`config.mk`:
```
export PLATFORM = sky130hd
export DESIGN_NAME = qdac_serial_rx
export DESIGN_NICKNAME = d
export VERILOG_FILES = /design/src/rtl/qdac_pkg.sv /design/src/rtl/qdac_edge_det.sv /design/src/rtl/qdac_shift_rx.sv /design/src/rtl/qdac_chan_bank.sv /design/src/rtl/qdac_serial_rx.sv
export SDC_FILE = /design/constraint.sdc
export NUM_CORES = 1
export LEC_CHECK = 0
export ABC_CLOCK_PERIOD_IN_PS = 2800
export CORE_MARGIN = 2
export CORE_UTILIZATION = 38
export CTS_CLUSTER_SIZE = 24
export DETAILED_ROUTE_END_ITERATION = 10
export PLACE_DENSITY = 0.7
export SETUP_SLACK_MARGIN = 0.2
export SYNTH_ARGS = -nofsm -noshare
export SYNTH_HDL_FRONTEND = slang
export SYNTH_HIERARCHICAL = 1
export SYNTH_SLANG_ARGS = --single-unit
```
`constraint.sdc`:
```
create_clock -name clk -period 2.8 [get_ports clk]
set_input_delay 0.56 -clock clk [delete_from_list [all_inputs] [get_ports clk]]
set_output_delay 0.56 -clock clk [all_outputs]
set_load 0.05 [all_outputs]
```
`src/rtl/qdac_pkg.sv`:
```
package qdac_pkg;

   // Index of each serial line inside the edge-detector vector.
   typedef enum int unsigned {
      EV_SCLK = 0,
      EV_LOAD = 1,
      EV_UPD  = 2,
      EV_NUM  = 3
   } qdac_event_e;

   localparam int unsigned DEF_CHAN_BITS = 2;
   localparam int unsigned DEF_CODE_W    = 8;

   // Word length: channel field, one gain bit, code field.
   function automatic int unsigned frame_len(input int unsigned chan_bits,
                                             input int unsigned code_w);
      return chan_bits + 1 + code_w;
   endfunction

endpackage

```
`src/rtl/qdac_edge_det.sv`:
```
module qdac_edge_det #(
   parameter int unsigned N = 3
) (
   input  logic         clk,
   input  logic         rst_n,
   input  logic [N-1:0] lvl_i,
   output logic [N-1:0] fall_o
);

   if (N < 1) begin : g_bad_n
      $error("qdac_edge_det: N must be at least 1");
   end

   logic [N-1:0] prev_q;

   for (genvar i = 0; i < N; i++) begin : g_line
      always_ff @(posedge clk) begin
         if (!rst_n) prev_q[i] <= 1'b0;
         else        prev_q[i] <= lvl_i[i];
      end
      assign fall_o[i] = prev_q[i] & ~lvl_i[i];
   end

endmodule

```
`src/rtl/qdac_shift_rx.sv`:
```
module qdac_shift_rx #(
   parameter int unsigned FRAME_W = 11,
   parameter int unsigned CNT_W   = 4
) (
   input  logic               clk,
   input  logic               rst_n,
   input  logic               bit_evt_i,
   input  logic               dat_i,
   input  logic               clr_evt_i,
   output logic [FRAME_W-1:0] word_o,
   output logic [CNT_W-1:0]   cnt_o
);

   localparam logic [CNT_W-1:0] CNT_SAT = CNT_W'(FRAME_W + 1);

   if (FRAME_W < 2) begin : g_bad_frame
      $error("qdac_shift_rx: FRAME_W must be at least 2");
   end
   if ((1 << CNT_W) <= (FRAME_W + 1)) begin : g_bad_cnt
      $error("qdac_shift_rx: CNT_W too small for FRAME_W + 1");
   end

   logic [FRAME_W-1:0] sr_q;
   logic [CNT_W-1:0]   cnt_q;

   always_ff @(posedge clk) begin
      if (!rst_n) begin
         sr_q  <= '0;
         cnt_q <= '0;
      end else if (clr_evt_i) begin
         cnt_q <= '0;
      end else if (bit_evt_i) begin
         sr_q <= {sr_q[FRAME_W-2:0], dat_i};
         if (cnt_q != CNT_SAT) cnt_q <= cnt_q + 1'b1;
      end
   end

   assign word_o = sr_q;
   assign cnt_o  = cnt_q;

endmodule

```
`src/rtl/qdac_chan_bank.sv`:
```
module qdac_chan_bank #(
   parameter int unsigned CHAN_BITS = 2,
   parameter int unsigned CODE_W    = 8,
   localparam int unsigned NUM_CH   = 1 << CHAN_BITS
) (
   input  logic                       clk,
   input  logic                       rst_n,
   input  logic                       wr_en_i,
   input  logic [CHAN_BITS-1:0]       wr_sel_i,
   input  logic                       wr_gain_i,
   input  logic [CODE_W-1:0]          wr_code_i,
   input  logic                       upd_en_i,
   output logic [NUM_CH*CODE_W-1:0]   stg_code_o,
   output logic [NUM_CH-1:0]          stg_gain_o,
   output logic [NUM_CH*CODE_W-1:0]   out_code_o,
   output logic [NUM_CH-1:0]          out_gain_o
);

   if (CHAN_BITS < 1) begin : g_bad_chan
      $error("qdac_chan_bank: CHAN_BITS must be at least 1");
   end
   if (CODE_W < 1) begin : g_bad_code
      $error("qdac_chan_bank: CODE_W must be at least 1");
   end

   for (genvar k = 0; k < NUM_CH; k++) begin : g_ch
      logic [CODE_W-1:0] stg_code_q, out_code_q;
      logic              stg_gain_q, out_gain_q;
      logic              hit;

      assign hit = wr_en_i && (wr_sel_i == CHAN_BITS'(k));

      always_ff @(posedge clk) begin
         if (!rst_n) begin
            stg_code_q <= '0;
            stg_gain_q <= 1'b0;
         end else if (hit) begin
            stg_code_q <= wr_code_i;
            stg_gain_q <= wr_gain_i;
         end
      end

      // Copies the staging value held before this edge.
      always_ff @(posedge clk) begin
         if (!rst_n) begin
            out_code_q <= '0;
            out_gain_q <= 1'b0;
         end else if (upd_en_i) begin
            out_code_q <= stg_code_q;
            out_gain_q <= stg_gain_q;
         end
      end

      assign stg_code_o[k*CODE_W +: CODE_W] = stg_code_q;
      assign stg_gain_o[k]                  = stg_gain_q;
      assign out_code_o[k*CODE_W +: CODE_W] = out_code_q;
      assign out_gain_o[k]                  = out_gain_q;
   end

endmodule

```
`src/rtl/qdac_serial_rx.sv`:
```
module qdac_serial_rx #(
   parameter int unsigned CHAN_BITS = qdac_pkg::DEF_CHAN_BITS,
   parameter int unsigned CODE_W    = qdac_pkg::DEF_CODE_W,
   localparam int unsigned NUM_CH   = 1 << CHAN_BITS,
   localparam int unsigned FRAME_W  = qdac_pkg::frame_len(CHAN_BITS, CODE_W),
   localparam int unsigned CNT_W    = $clog2(FRAME_W + 2)
) (
   input  logic                     clk,
   input  logic                     rst_n,
   input  logic                     ser_clk_i,
   input  logic                     ser_dat_i,
   input  logic                     ser_ld_i,
   input  logic                     ser_upd_i,
   output logic [NUM_CH*CODE_W-1:0] dac_code_o,
   output logic [NUM_CH-1:0]        dac_gain_o,
   output logic                     frame_err_o
);

   import qdac_pkg::*;

   localparam logic [CNT_W-1:0] CNT_FULL = CNT_W'(FRAME_W);

   logic [EV_NUM-1:0]        lines, falls;
   logic                     sclk_fall, ld_fall, upd_fall;
   logic [FRAME_W-1:0]       word;
   logic [CNT_W-1:0]         bit_cnt;
   logic                     word_ok, wr_en;
   logic [CHAN_BITS-1:0]     wr_sel;
   logic                     wr_gain;
   logic [CODE_W-1:0]        wr_code;
   logic [NUM_CH*CODE_W-1:0] stg_code;
   logic [NUM_CH-1:0]        stg_gain;
   logic                     err_q;

   always_comb begin
      lines          = '0;
      lines[EV_SCLK] = ser_clk_i;
      lines[EV_LOAD] = ser_ld_i;
      lines[EV_UPD]  = ser_upd_i;
   end

   qdac_edge_det #(.N(EV_NUM)) u_edges (
      .clk   (clk),
      .rst_n (rst_n),
      .lvl_i (lines),
      .fall_o(falls)
   );

   assign sclk_fall = falls[EV_SCLK];
   assign ld_fall   = falls[EV_LOAD];
   assign upd_fall  = falls[EV_UPD];

   qdac_shift_rx #(.FRAME_W(FRAME_W), .CNT_W(CNT_W)) u_shift (
      .clk      (clk),
      .rst_n    (rst_n),
      .bit_evt_i(sclk_fall),
      .dat_i    (ser_dat_i),
      .clr_evt_i(ld_fall),
      .word_o   (word),
      .cnt_o    (bit_cnt)
   );

   // Word layout: channel on top, then gain, then code.
   assign wr_sel  = word[FRAME_W-1 -: CHAN_BITS];
   assign wr_gain = word[CODE_W];
   assign wr_code = word[CODE_W-1:0];
   assign word_ok = (bit_cnt == CNT_FULL);
   assign wr_en   = ld_fall && word_ok;

   qdac_chan_bank #(.CHAN_BITS(CHAN_BITS), .CODE_W(CODE_W)) u_bank (
      .clk       (clk),
      .rst_n     (rst_n),
      .wr_en_i   (wr_en),
      .wr_sel_i  (wr_sel),
      .wr_gain_i (wr_gain),
      .wr_code_i (wr_code),
      .upd_en_i  (upd_fall),
      .stg_code_o(stg_code),
      .stg_gain_o(stg_gain),
      .out_code_o(dac_code_o),
      .out_gain_o(dac_gain_o)
   );

   always_ff @(posedge clk) begin
      if (!rst_n) err_q <= 1'b0;
      else        err_q <= ld_fall && !word_ok;
   end

   assign frame_err_o = err_q;

endmodule

```
# Word level (Yosys, flattened, before mapping)
# Cells that the tools add are included.
[totals]
elab_cells = 47
reg_bits = 91
out_inout_bits = 37
input_bits = 6
[op_classes]
n_bitwise = 8
add_sub_neg = 1
eq_ne = 5
reduce_logical = 11
[ops]
columns = ["op", "count"]
rows = [
  ["$logic_and 1x1->1", 6],
  ["$not 1->1", 5],
  ["$add 4x1->4 const B", 1],
  ["$eq 2x2->1 const B", 2],
  ["$eq 4x4->1 const B", 1],
  ["$ne 4x4->1 const B", 1],
  ["$reduce_and 2->1", 2],
  ["$and 1x1->1", 3],
  ["$eq 2x1->1 const B", 1],
  ["$logic_not 2->1", 1],
  ["$reduce_or 2->1", 1],
  ["$logic_not 1->1", 1],
]

# Longest topological paths before layout
[depth]
depth_word = 4
ltp_mapped = 5
mapped_depth_nobuf = 5

# Cells and area by module
# The synthesis kept the hierarchy.
[modules_own_cells]
columns = ["mod", "seq_area_each_um2", "area_per_inst_um2", "cells_each", "instances"]
rows = [
  ["qdac_chan_bank", 1441.4, 2741.4, 254, 1],
  ["qdac_shift_rx", 300.3, 623.1, 75, 1],
  ["qdac_edge_det", 60.1, 108.9, 9, 1],
  ["qdac_serial_rx", 20.0, 52.6, 5, 1],
]

# Least setup slack after synthesis
# OpenSTA, ideal clock, no wires.
[synth_timing]
kind = "input-to-reg"
from = "in ser_ld_i"
to = "reg u_bank.g_ch[0].stg_code_q[0]"
required_time_ns = 2.680
setup_slack_ns = 1.068
setup_ns = 0.120
path_stages = 5
t_arrival_ns = 1.612
n_path_buf = 1
cell_sequence = "and2b_2 > and4_1 > or3b_1 > buf_6 > mux2i_1"
[synth_between]
elab_chain_cells = 4
[synth_lines]
columns = ["element", "line_no", "source"]
rows = [
  ["start: declaration", "qdac_serial_rx.sv:12", "input logic ser_ld_i,"],
  ["$not 1->1", "qdac_edge_det.sv:21", "assign fall_o[i] = prev_q[i] & ~lvl_i[i];"],
  ["$and 1x1->1", "qdac_edge_det.sv:21", ""],
  ["$logic_and 1x1->1", "qdac_serial_rx.sv:68", "assign wr_en = ld_fall && word_ok;"],
  ["via wr_en", "qdac_serial_rx.sv:27", "logic word_ok, wr_en;"],
  ["$logic_and 1x1->1", "qdac_chan_bank.sv:31", "assign hit = wr_en_i && (wr_sel_i == CHAN_BITS'(k));"],
  ["end signal: assignment", "qdac_chan_bank.sv:38", "stg_code_q <= wr_code_i;"],
  ["end: declaration", "qdac_chan_bank.sv:27", "logic [CODE_W-1:0] stg_code_q, out_code_q;"],
]
# The timed path passes the listed nets, and every way through them passes these cells.
# A chain may end at the register's enable or synchronous reset.

# Final worst setup path
[layout_timing]
from = "reg u_bank.g_ch[0].out_gain_q"
to = "out dac_gain_o[0]"
[layout_rtl]
columns = ["element", "line_no", "source"]
rows = [
  ["start: declaration", "qdac_chan_bank.sv:28", "logic stg_gain_q, out_gain_q;"],
  ["start signal: assignment", "qdac_chan_bank.sv:50", "out_gain_q <= stg_gain_q;"],
  ["end: declaration", "qdac_serial_rx.sv:15", "output logic [NUM_CH-1:0] dac_gain_o,"],
]
# No word-level cell between the ends.

==> results.py <==
metrics = {
    "clocking": {
        "hold_buffers": 0,
        "tritoncts": "built",
        "htree_levels": 3,
        "clk_pin_slew_ns": 0.09,
        "insertion_delay_ns": 0.35,
        "root_buffer": "clkbuf_8",
        "numCtsBuffers": 9,
        "postCtsSetupBuffers": 0,
        "cts_resized": 0,
        "cts.path.max_buffers": 2,
        "cts.sinks": 91,
    },
    "route": {
        "routedWlPerCell_microns": 13.54,
        "first_pass_iters": 4,
        "viasPerCell": 4.686,
        "route.detailed.drc": 0,
        "antenna_left": 0,
        "drt_wl_total_microns": 6552,
        "drt-initial-drc-count": 118,
        "vias": 2268,
    },
    "job": {
        "max_cap_viol_count": 0,
    },
    "floorplanning": {
        "die_w_microns": 99.92,
        "core_region_area_sq_um": 8806,
        "chipHeight_microns": 99.92,
        "dieArea_sq_um": 9983,
        "initial_core_util_pct": 39.70,
        "fp-row-count": 34,
        "io_pins": 43,
    },
    "power": {
        "p_switching_uw": 503.0,
        "swShare_pct": 22.43,
        "ir_worst_vdd_v": 0.0002198,
        "pwr-share-seq_pct": 57.9,
        "cellPowerDensity_nw_per_um2": 542.7,
        "leakage_uw": 0.001545,
        "clkPwrFrac_pct": 38.9,
        "p_int_uw": 1740,
        "pwr-share-comb_pct": 3.2,
    },
    "synth": {
        "syn_inst": 339,
        "synth_area_per_cell_sq_um": 10.31,
        "yosysWarningCount": 6,
        "syn_area_sq_um": 3496,
        "synth_nets": 347,
    },
    "worst_setup_path": {
        "ff2ff_setup_slack_ns": 1.02,
        "rr_startpoint": "u_shift/cnt_o[3]$_SDFFE_PP0P_",
        "worstReg2RegEnd": "u_bank/g_ch[0].stg_code_q[3]$_SDFFE_PN0P_",
        "crit_slowest_cell": "clkdlybuf4s50_1",
        "crit_buf_inv": 1,
        "worstSetupEndpointType": "output pin",
        "max_stage_delay_ns": 0.81,
        "worstRegToRegCells": 4,
        "start_kind": "register",
        "cp.depth": 1,
        "setup.worst_path.start": "u_bank/g_ch[0].out_gain_q$_SDFFE_PN0P_",
        "critPathTopFamily": "buffers and inverters",
        "crit_path_cell_trace": "clkdlybuf4s50_1",
        "worstPathArrival_ns": 1.52,
        "worstSetupPathType": "register to output pin",
        "crit_required_ns": 2.24,
        "critPathMaxFanout": 2,
    },
    "global_routing": {
        "grt_pass1_wl_microns": 10960,
        "grt_pass1_vias": 2295,
        "antenna_found_initial": 0,
        "gr-total-overflow": 0,
        "grt_max_degree": 47,
        "grtUsageTotal_pct": 13.97,
    },
    "layout": {
        "final_nets": 379,
        "diodes": 0,
        "final_cells": 484,
        "n_fill_cell": 822,
        "fin_util_pct": 46.93,
        "drive_gt1_share_pct": 7.447,
        "area_delta_synth_final_pct": 18.22,
    },
    "timing": {
        "finalHoldViolations": 0,
        "maxSlewViolCount": 0,
        "rsz0062_at_grt": "false",
        "tightestPinTransition_ns": 0.6903,
        "fin_crit_ns": 2.079,
        "fin_crit_sh_pct": 74.26,
        "fmax_ghz": 0.4809,
        "fin_setup_tns_ns": 0,
        "final-setup-viol-count": 0,
        "finClkSkew_ns": 0.009236,
        "maxSlewHeadroom_pct": 53.98,
    },
    "hold_path": {
        "hold_depth": 2,
        "worstHoldStart": "u_bank/g_ch[1].stg_gain_q$_SDFFE_PN0P_",
        "holdPathEnd": "u_bank/g_ch[1].stg_gain_q$_SDFFE_PN0P_",
        "hold_class": "register to register",
    },
    "status": {
        "outcome": "completed",
    },
    "place": {
        "globalplace.congestion": 0.7252,
        "placed_cells": 468,
        "place_hpwl_microns": 4307,
        "port_buffers": 42,
    },
}
-- per-stage QoR --
stage	setup WS (ns)	cell area (sq um)	total power [uW]	hold slack, ns
finish	0.7208	4133	2243	0.4637
floorplan	1.068	3496	1385	0.4344
global route	0.6582	4133	2322	0.4901
CTS	0.7014	4133	2267	0.4640
detailed placement	0.3720	3941	1402	0.4511
global placement	0.4236	3941	1402	0.4466
-- state kept, by name, indices dropped and copies added, names as in the netlist --
signal                  cells
u_bank/g_ch.out_code_q     32
u_bank/g_ch.stg_code_q     32
u_shift/word_o             11
u_bank/g_ch.out_gain_q      4
u_bank/g_ch.stg_gain_q      4
u_shift/cnt_o               4
u_edges/prev_q              3
frame_err_o                 1
-- layer usage --
| layer | GRT usage, % | part of all wire [%] | vias up |
|---|---|---|---|
| li1 | - | - | 1174 |
| met1 | 18.31 | 49 | 1053 |
| met2 | 22.04 | 45 | 32 |
| met3 | 2.994 | 3.3 | 9 |
| met4 | 6.639 | 1.7 | 0 |
| met5 | 0 | 0 | - |
-- layout make-up --
class / count / area (sq um) / area share (%)
clock buffer: 9 / 123.9 / 2.997
clock inverter: 7 / 67.56 / 1.635
inverter: 4 / 15.01 / 0.3633
multi-input combinational: 220 / 1519 / 36.75
sequential: 91 / 1822 / 44.08
tap: 108 / 135.1 / 3.270
timing repair buffer: 45 / 450.4 / 10.90
-- worst max path at each step --
stage,slack [ns],end
after floorplan,1.07,u_bank/g_ch[0].stg_code_q[0]$_SDFFE_PN0P_
after detailed placement,0.37,u_bank/g_ch[0].stg_code_q[3]$_SDFFE_PN0P_
after global placement,0.42,u_bank/g_ch[0].stg_code_q[7]$_SDFFE_PN0P_
after global routing,0.66,dac_code_o[8]
final,0.72,dac_gain_o[0]
after CTS,0.70,dac_code_o[17]
-- placed cells by master (no fill, tap or decap) --
cell type        count
inv_1                4
nand3b_1             1
a21boi_1            10
nand3_1              4
nor2b_1             36
dfxtp_1             91
buf_12               1
and3b_2              1
a21oi_1              4
and3_1               1
mux2i_1             72
nand4_1              1
and2_2               3
ha_1                 2
nor3_1               1
a31oi_1              1
and2b_2              3
clkdlybuf4s50_1     41
clkbuf_8             9
nor2b_4              1
inv_6                1
and2b_1              1
buf_4                2
and4_1               1
a211oi_1             2
nand2_1             69
nand2b_1             2
bufinv_16            1
clkinv_2             4
clkinv_4             1
o21ai_0              2
buf_2                1
a21boi_0             1
or3b_1               1
-- power by group through the flow --
stage	combinational, uW	sequential [uW]	clock, uW
finish	72.5	1300	872
global placement	72.4	1330	0
floorplan	55.1	1330	0
detailed placement	72.9	1330	0
CTS	73.0	1300	895
global route	79.4	1300	943
(Power assumes the default switching activity.)
